==> src/rtl/pgs_pkg.sv <==
package pgs_pkg;
  localparam int unsigned FIELD_W = 10;

  typedef struct packed {
    logic [FIELD_W-1:0] sw2iso;
    logic [FIELD_W-1:0] sw;
  } timing_t;

  typedef enum logic [2:0] {
    ST_IDLE,
    ST_UP_SW,
    ST_UP_ISO,
    ST_UP_HOLD,
    ST_UP_HSK,
    ST_DN_HSK,
    ST_DN_ISO,
    ST_DN_SW
  } seq_state_e;
endpackage

==> src/rtl/pgs_tick_sync.sv <==
module pgs_tick_sync #(
  parameter int unsigned SYNC_STAGES = 2
) (
  input  logic clk,
  input  logic rst_n,
  input  logic slow_clk,
  output logic tick
);
  logic [SYNC_STAGES:0] shift_q;

  always_ff @(posedge clk or negedge rst_n) begin
    if (!rst_n) shift_q <= '0;
    else        shift_q <= {shift_q[SYNC_STAGES-1:0], slow_clk};
  end

  assign tick = shift_q[SYNC_STAGES-1] & ~shift_q[SYNC_STAGES];
endmodule

==> src/rtl/pgs_regs.sv <==
module pgs_regs
  import pgs_pkg::*;
#(
  parameter int unsigned NUM_DOM = 22,
  parameter int unsigned ADDR_W  = 3,
  parameter int unsigned DATA_W  = 32
) (
  input  logic               clk,
  input  logic               rst_n,
  input  logic [ADDR_W-1:0]  addr,
  input  logic               we,
  input  logic [DATA_W-1:0]  wdata,
  output logic [DATA_W-1:0]  rdata,
  input  logic [NUM_DOM-1:0] clr_up,
  input  logic [NUM_DOM-1:0] clr_dn,
  input  logic [NUM_DOM-1:0] pwr_set,
  input  logic [NUM_DOM-1:0] pwr_clr,
  output logic [NUM_DOM-1:0] up_pend,
  output logic [NUM_DOM-1:0] dn_pend,
  output timing_t            timing
);
  localparam int unsigned TIME_W = 2 * FIELD_W;
  localparam logic [ADDR_W-1:0] A_GATE = ADDR_W'(0);
  localparam logic [ADDR_W-1:0] A_UP   = ADDR_W'(1);
  localparam logic [ADDR_W-1:0] A_DN   = ADDR_W'(2);
  localparam logic [ADDR_W-1:0] A_MAP  = ADDR_W'(3);
  localparam logic [ADDR_W-1:0] A_TIME = ADDR_W'(4);
  localparam logic [ADDR_W-1:0] A_STAT = ADDR_W'(5);

  logic [NUM_DOM-1:0] gate_q, up_q, dn_q, map_q, pwr_q;
  timing_t            time_q;
  logic [NUM_DOM-1:0] wd;
  logic [NUM_DOM-1:0] up_acc, dn_acc;
  logic               unused_wdata;

  assign wd           = wdata[NUM_DOM-1:0];
  assign unused_wdata = ^wdata;
  assign up_acc       = (we && addr == A_UP) ? (wd & map_q & ~gate_q) : '0;
  assign dn_acc       = (we && addr == A_DN) ? (wd & map_q & gate_q)  : '0;

  always_ff @(posedge clk or negedge rst_n) begin
    if (!rst_n) begin
      gate_q <= '0;
      up_q   <= '0;
      dn_q   <= '0;
      map_q  <= '0;
      pwr_q  <= '0;
      time_q <= '0;
    end else begin
      if (we && addr == A_GATE) gate_q <= wd;
      if (we && addr == A_MAP)  map_q  <= wd;
      if (we && addr == A_TIME) time_q <= wdata[TIME_W-1:0];
      up_q  <= (up_q | up_acc) & ~clr_up;
      dn_q  <= (dn_q | dn_acc) & ~clr_dn;
      pwr_q <= (pwr_q | pwr_set) & ~pwr_clr;
    end
  end

  always_comb begin
    rdata = '0;
    unique case (addr)
      A_GATE:  rdata[NUM_DOM-1:0] = gate_q;
      A_UP:    rdata[NUM_DOM-1:0] = up_q;
      A_DN:    rdata[NUM_DOM-1:0] = dn_q;
      A_MAP:   rdata[NUM_DOM-1:0] = map_q;
      A_TIME:  rdata[TIME_W-1:0]  = time_q;
      A_STAT:  rdata[NUM_DOM-1:0] = pwr_q;
      default: rdata = '0;
    endcase
  end

  assign up_pend = up_q;
  assign dn_pend = dn_q;
  assign timing  = time_q;
endmodule

==> src/rtl/pgs_seq.sv <==
module pgs_seq
  import pgs_pkg::*;
#(
  parameter int unsigned        NUM_DOM   = 22,
  parameter logic [NUM_DOM-1:0] ALWAYS_ON = '0,
  parameter logic [NUM_DOM-1:0] NEED_HSK  = '0
) (
  input  logic               clk,
  input  logic               rst_n,
  input  logic               tick,
  input  logic [NUM_DOM-1:0] up_pend,
  input  logic [NUM_DOM-1:0] dn_pend,
  input  timing_t            timing,
  input  logic [NUM_DOM-1:0] hsk_ack,
  input  logic [NUM_DOM-1:0] rst_hold,
  output logic [NUM_DOM-1:0] sw_en,
  output logic [NUM_DOM-1:0] iso,
  output logic [NUM_DOM-1:0] drst_n,
  output logic [NUM_DOM-1:0] req,
  output logic [NUM_DOM-1:0] clr_up,
  output logic [NUM_DOM-1:0] clr_dn,
  output logic [NUM_DOM-1:0] pwr_set,
  output logic [NUM_DOM-1:0] pwr_clr
);
  localparam int unsigned IDX_W = (NUM_DOM > 1) ? $clog2(NUM_DOM) : 1;

  seq_state_e         state_q, state_d;
  logic [IDX_W-1:0]   idx_q, idx_d, pick;
  logic [FIELD_W-1:0] cnt_q, cnt_d;
  logic [NUM_DOM-1:0] sw_q, sw_d, iso_q, iso_d, rst_q, rst_d, req_q, req_d;
  logic [NUM_DOM-1:0] pend;

  assign pend = up_pend | dn_pend;

  // lowest pending index wins
  always_comb begin
    pick = '0;
    for (int i = NUM_DOM - 1; i >= 0; i--) begin
      if (pend[i]) pick = IDX_W'(i);
    end
  end

  always_comb begin
    state_d = state_q;
    idx_d   = idx_q;
    cnt_d   = cnt_q;
    sw_d    = sw_q;
    iso_d   = iso_q;
    rst_d   = rst_q;
    req_d   = req_q;
    clr_up  = '0;
    clr_dn  = '0;
    pwr_set = '0;
    pwr_clr = '0;
    unique case (state_q)
      ST_IDLE: begin
        if (|pend) begin
          idx_d = pick;
          cnt_d = '0;
          if (dn_pend[pick]) begin
            clr_up[pick] = 1'b1;
            if (ALWAYS_ON[pick]) begin
              clr_dn[pick] = 1'b1;
            end else begin
              pwr_clr[pick] = 1'b1;
              if (NEED_HSK[pick]) begin
                req_d[pick] = 1'b0;
                state_d     = ST_DN_HSK;
              end else begin
                iso_d[pick] = 1'b1;
                rst_d[pick] = 1'b0;
                state_d     = ST_DN_ISO;
              end
            end
          end else begin
            pwr_clr[pick] = 1'b1;
            sw_d[pick]    = 1'b1;
            state_d       = ST_UP_SW;
          end
        end
      end
      ST_UP_SW: begin
        if (cnt_q >= timing.sw) begin
          cnt_d   = '0;
          state_d = ST_UP_ISO;
        end else if (tick) begin
          cnt_d = cnt_q + 1'b1;
        end
      end
      ST_UP_ISO: begin
        if (cnt_q >= timing.sw2iso) state_d = ST_UP_HOLD;
        else if (tick)              cnt_d   = cnt_q + 1'b1;
      end
      ST_UP_HOLD: begin
        if (!rst_hold[idx_q]) begin
          iso_d[idx_q] = 1'b0;
          rst_d[idx_q] = 1'b1;
          if (NEED_HSK[idx_q]) begin
            req_d[idx_q] = 1'b1;
            state_d      = ST_UP_HSK;
          end else begin
            clr_up[idx_q]  = 1'b1;
            pwr_set[idx_q] = 1'b1;
            state_d        = ST_IDLE;
          end
        end
      end
      ST_UP_HSK: begin
        if (hsk_ack[idx_q]) begin
          clr_up[idx_q]  = 1'b1;
          pwr_set[idx_q] = 1'b1;
          state_d        = ST_IDLE;
        end
      end
      ST_DN_HSK: begin
        if (!hsk_ack[idx_q]) begin
          iso_d[idx_q] = 1'b1;
          rst_d[idx_q] = 1'b0;
          cnt_d        = '0;
          state_d      = ST_DN_ISO;
        end
      end
      ST_DN_ISO: begin
        if (cnt_q >= timing.sw2iso) begin
          sw_d[idx_q] = 1'b0;
          cnt_d       = '0;
          state_d     = ST_DN_SW;
        end else if (tick) begin
          cnt_d = cnt_q + 1'b1;
        end
      end
      ST_DN_SW: begin
        if (cnt_q >= timing.sw) begin
          clr_dn[idx_q] = 1'b1;
          state_d       = ST_IDLE;
        end else if (tick) begin
          cnt_d = cnt_q + 1'b1;
        end
      end
      default: state_d = ST_IDLE;
    endcase
  end

  always_ff @(posedge clk or negedge rst_n) begin
    if (!rst_n) begin
      state_q <= ST_IDLE;
      idx_q   <= '0;
      cnt_q   <= '0;
      sw_q    <= '0;
      iso_q   <= '1;
      rst_q   <= '0;
      req_q   <= '0;
    end else begin
      state_q <= state_d;
      idx_q   <= idx_d;
      cnt_q   <= cnt_d;
      sw_q    <= sw_d;
      iso_q   <= iso_d;
      rst_q   <= rst_d;
      req_q   <= req_d;
    end
  end

  assign sw_en  = sw_q;
  assign iso    = iso_q;
  assign drst_n = rst_q;
  assign req    = req_q;
endmodule

==> src/rtl/power_gate_seq.sv <==
module power_gate_seq
  import pgs_pkg::*;
#(
  parameter int unsigned        NUM_DOM   = 22,
  parameter int unsigned        ADDR_W    = 3,
  parameter int unsigned        DATA_W    = 32,
  parameter logic [NUM_DOM-1:0] ALWAYS_ON = 22'h00000C,
  parameter logic [NUM_DOM-1:0] NEED_HSK  = 22'h022271
) (
  input  logic               clk,
  input  logic               rst_n,
  input  logic               slow_clk,
  input  logic [ADDR_W-1:0]  reg_addr,
  input  logic               reg_we,
  input  logic [DATA_W-1:0]  reg_wdata,
  output logic [DATA_W-1:0]  reg_rdata,
  input  logic [NUM_DOM-1:0] hsk_ack,
  input  logic [NUM_DOM-1:0] rst_hold,
  output logic [NUM_DOM-1:0] dom_sw_en,
  output logic [NUM_DOM-1:0] dom_iso,
  output logic [NUM_DOM-1:0] dom_rst_n,
  output logic [NUM_DOM-1:0] hsk_req
);
  logic               tick;
  logic [NUM_DOM-1:0] up_pend, dn_pend, clr_up, clr_dn, pwr_set, pwr_clr;
  timing_t            timing;

  pgs_tick_sync #(.SYNC_STAGES(2)) u_sync (
    .clk      (clk),
    .rst_n    (rst_n),
    .slow_clk (slow_clk),
    .tick     (tick)
  );

  pgs_regs #(.NUM_DOM(NUM_DOM), .ADDR_W(ADDR_W), .DATA_W(DATA_W)) u_regs (
    .clk     (clk),
    .rst_n   (rst_n),
    .addr    (reg_addr),
    .we      (reg_we),
    .wdata   (reg_wdata),
    .rdata   (reg_rdata),
    .clr_up  (clr_up),
    .clr_dn  (clr_dn),
    .pwr_set (pwr_set),
    .pwr_clr (pwr_clr),
    .up_pend (up_pend),
    .dn_pend (dn_pend),
    .timing  (timing)
  );

  pgs_seq #(.NUM_DOM(NUM_DOM), .ALWAYS_ON(ALWAYS_ON), .NEED_HSK(NEED_HSK)) u_seq (
    .clk      (clk),
    .rst_n    (rst_n),
    .tick     (tick),
    .up_pend  (up_pend),
    .dn_pend  (dn_pend),
    .timing   (timing),
    .hsk_ack  (hsk_ack),
    .rst_hold (rst_hold),
    .sw_en    (dom_sw_en),
    .iso      (dom_iso),
    .drst_n   (dom_rst_n),
    .req      (hsk_req),
    .clr_up   (clr_up),
    .clr_dn   (clr_dn),
    .pwr_set  (pwr_set),
    .pwr_clr  (pwr_clr)
  );
endmodule

==> config.mk <==
export PLATFORM = sky130hd
export DESIGN_NAME = power_gate_seq
export DESIGN_NICKNAME = d
export VERILOG_FILES = /design/src/rtl/pgs_pkg.sv /design/src/rtl/pgs_tick_sync.sv /design/src/rtl/pgs_regs.sv /design/src/rtl/pgs_seq.sv /design/src/rtl/power_gate_seq.sv
export SDC_FILE = /design/constraint.sdc
export NUM_CORES = 1
export LEC_CHECK = 0
export ABC_AREA = 1
export BUFFER_PORTS_ARGS = -buffer_cell sky130_fd_sc_hd__buf_2
export CAP_MARGIN = 20
export CORE_ASPECT_RATIO = 0.7
export CORE_UTILIZATION = 35
export CTS_CLUSTER_SIZE = 30
export DETAILED_ROUTE_END_ITERATION = 8
export HOLD_SLACK_MARGIN = 0.02
export PLACE_DENSITY_LB_ADDON = 0.3
export SLEW_MARGIN = 25
export SYNTH_ARGS = -nofsm -noshare
export SYNTH_HDL_FRONTEND = slang
export SYNTH_SLANG_ARGS = --single-unit
==> constraint.sdc <==
create_clock -name clk -period 4.4 [get_ports clk]
set_clock_uncertainty 0.15 [all_clocks]
set_input_delay 0.44 -clock clk [delete_from_list [all_inputs] [get_ports clk]]
set_output_delay 0.44 -clock clk [all_outputs]
set_load 0.005 [all_outputs]
==> flow_results.org <==
** Floorplanning
- Die Footprint :: between 40,000 and 50,000 sq um
- Placeable core area :: a little under 40,000 sq um
- The initial utilization of the core area, before any placement, comes to 0.356.
- The die is ~240 um wide.
- Pin placement for this block handled about 200 I/O pins.
- Placement row count :: 60
- Die Span Y :: 168 um

** Synth
- Number of flops mapped to enable cells by yosys :: 0
- Synthesis inferred 239 register bits.
- Mean Syn Cell Area :: ~7.5 sq um
- Prevailing post-synth register cell :: sky130_fd_sc_hd__dfrtp_1
- Biggest area contributors in the synthesized netlist :: sky130_fd_sc_hd__dfrtp_1 (40%), sky130_fd_sc_hd__nand2_1 (12%), sky130_fd_sc_hd__o21ai_0 (7.2%)
- The mapped netlist covers 13,700 sq um.
- The synthesized netlist contains 51 unique library cells.
- After synthesis, the share of flip-flops with an asynchronous set or reset is 1.00.
- Synth warnings :: 0
- Portion of the post-synthesis area used by sequential elements :: 0.437
- Fraction of synthesized cell area taken by the top area cell type :: 0.395
- Number of standard cells after synthesis :: roughly 1.8k
- Of all cell types, the one taking the most synthesized area is sky130_fd_sc_hd__dfrtp_1.

** Timing
- After layout, the minimum clock period comes to around 4 ns.
- Final period util :: 0.911
- Sum Neg Setup Slack :: 0 ns
- Unrepaired setup endpoints after global routing :: no
- Highest attainable clock frequency :: roughly 0.25 GHz
- The max-slew violation count came to 0.
- Slew @ Worst Pin :: around 0.99 ns
- Headroom to the max-slew limit :: 0.338
- The hold violation total from the final report is 0.
- Setup violations remaining at the end of the flow were counted as 0.

** Worst setup path
- Data on the critical path is required at its endpoint by approximately 4.7 ns.
- The slowest stage of the critical path is the sky130_fd_sc_hd__dfrtp_1 cell.
- Kind of critical path :: reg -> reg
- In this run the worst path has a maximum fanout of 11.
- CP most frequent cell :: sky130_fd_sc_hd__nand2_1
- On the worst path, the slowest cell contributes a delay of around 0.45 ns.
- STA classifies the critical path endpoint as a flip-flop.
- The worst setup path is launched from a flip-flop.
- Worst endpoint data arrival time :: about 4.3 ns

** Drt
- Total via count after detailed routing :: between 10k and 15k
- Number of antenna-violating nets in the routed design :: 0
- Violation count after the first detailed-routing iteration :: 1,912
- Via density per instance :: ~5.5
- The first TritonRoute pass finished after 6 iterations.
- For this run, design rule violations remaining after detail routing come to 0.
- Wires add up to 51,600 um.
- In the final routed layout, each cell accounts on average for about 20 um.

** Global routing
- For this run, the total global-route usage over all layers was measured as 0.255.
- The number of antenna violations at the first check in global routing is 1.
- Entering global routing, the biggest net connects a little under 90 pins.
- First-pass GRT wire length :: approximately 79,000 um
- Via count of the first global-routing pass :: approximately 13k
- After global routing the overflow that remains totals 0.

** Pwr
- Across the VDD grid, the largest voltage drop is 0.000399 V.
- Power density relative to cell area :: 623 nW/um^2
- Leak Pwr :: 8.38 nW

** Clocking
- Post-CTS repair changed the size of 0 cells.
- TritonCTS built the clock tree.
- Clock-pin slew on the worst setup and hold paths :: about 0.06 ns
- H-tree level count :: 1
- Number of clock sinks seen by CTS :: between 200 and 250
- Once the clock tree was built, the setup fixing pass inserted 0 buffers.
- Number of buffers added by the clock tree synthesis step :: 28
- The later pin in the worst-skew pair is clocked with a latency of approximately 0.56 ns.
- The root buffer cell chosen for the clock tree is sky130_fd_sc_hd__clkbuf_16.
- Buffer depth of the longest clock path :: 3

** Flow run
- Across the run, the number of max-cap violations was 0.

** Outcome
- Run status :: finished clean

** Final layout
- After the last flow step, the layout net total stands at about 2.1k.
- Layout overhead on the synthesized area :: 19.0%
- At the end of the flow the core is filled with cells to 0.424.
- In the final layout, the share of cells above drive strength 1 is 0.160.

** Place
- Global placer's final weighted congestion :: between 0.9 and 1
- Post-detail-place hpwl :: between 30,000 and 40,000 um
- In this run the tool buffered the top-level ports with 182 buffer cells.

** Min path
- The worst hold path belongs to the class in -> reg.
[Yosys cell counts, drive strengths merged, types with 5 or more instances]
cell type and n:
dfrtp 217, clkbuf 72, a21oi 43, nor3 20
dfstp 22, nand2 440, nand3 79, o22ai 38
o21ai 197, a41oi 19, nand4 67, o221ai 7
a31oi 10, a221oi 18, nor4 14, inv 227
clkinv 9, o21a 16, buf 33, a22oi 24
nor2 184, ha 21, nand3b 5, o211ai 22
[cells in the final DEF, fill, tap and decap left out, drive strengths merged, types with 5 or more instances in the layout]
cell type	instances
nor3	20
ha	21
nor4	14
a22oi	24
a21oi	43
conb	10
o211ai	22
nor2	184
a41oi	19
clkbuf	38
dfrtp	217
dfstp	22
a31oi	10
o21a	16
buf	234
a221oi	18
clkinv	17
o221ai	7
nand3	79
inv	227
bufinv	5
nand3b	5
nand2	440
o22ai	38
o21ai	197
nand4	67
[worst max-delay path, delay by kind of cell (launching register included)]
kind / cells / cell delay [ns]
AND/OR/NAND/NOR: 29 / 2.82
buffers and inverters: 2 / 0.44
flip-flops: 1 / 0.45
[logic make-up after synthesis]
logic type      synth area share
other cells             0.000273
simple gates               0.255
flops                      0.437
xor+xnor                 0.00255
buf+inv                    0.101
compound gates             0.185
fa+ha+maj                 0.0191
[final cells by class]
| cell class | count | area, sq um |
|---|---|---|
| Fill cell | 3970 | 22200 |
| Multi-Input combinational cell | 1266 | 6400 |
| Sequential cell | 239 | 6010 |
| Timing Repair Buffer | 237 | 1390 |
| Inverter | 236 | 886 |
| Clock buffer | 38 | 810 |
| Tap cell | 527 | 659 |
| Clock inverter | 14 | 198 |
| Antenna cell | 1 | 2.50 |
[per-stage QoR]
stage | hold slack [ns] | power (mW) | setup slack [ns] | cells | cell area (sq um)
6_report | 0.0389 | 10.2 | 0.392 | 2558 | 16400
5_1_grt | 0.0535 | 10.8 | 0.0245 | 2557 | 16400
4_1_cts | 0.0242 | 10.1 | 0.537 | 2557 | 16400
3_5_place_dp | 0.196 | 7.52 | 0.572 | 2502 | 15300
3_3_place_gp | 0.191 | 7.45 | 0.562 | 2502 | 15300
2_1_floorplan | -0.00559 | 5.91 | 1.33 | 1846 | 13800
[layer usage]
metal	part of all wire	routed length, um	GRT usage	up-vias
met5	0.00025	13	0	-
met4	0.022	1150	0.0616	2
met3	0.11	5710	0.0684	83
met2	0.41	21300	0.360	768
met1	0.45	23400	0.381	6674
li1	-	-	-	6506
[power breakdown]
group	switching (mW)	internal, mW
clock network	0.981	1.57
registers	0.411	2.73
logic	3.14	1.36
[final timing paths]
| check | to | slack, ns | cells after the start | start |
|---|---|---|---|---|
| min in group asynchronous | u_seq.drst_n[14]$_DFFE_PN0P_ | 0.32 | 2 | rst_n |
| setup / recovery | u_seq.req[4]$_DFFE_PN0P_ | 0.39 | 31 | u_regs.dn_pend[20]$_DFF_PN0_ |
| max in group asynchronous | u_regs.timing[6]$_DFFE_PN0P_ | 2.82 | 3 | rst_n |
| hold / removal | u_regs.map_q[12]$_DFFE_PN0P_ | 0.04 | 3 | reg_wdata[12] |
| hold reg to reg | u_sync.shift_q[1]$_DFF_PN0_ | 0.20 | 0 | u_sync.shift_q[0]$_DFF_PN0_ |
| setup reg to reg | u_seq.req[4]$_DFFE_PN0P_ | 0.39 | 31 | u_regs.dn_pend[20]$_DFF_PN0_ |
[timing repair]
action,4_1_cts,5_1_grt
setup endpoints to repair,0,0
hold buffers,3,0
endpoints found under the hold margin,83,0
Power figures use the tool's default switching activity.
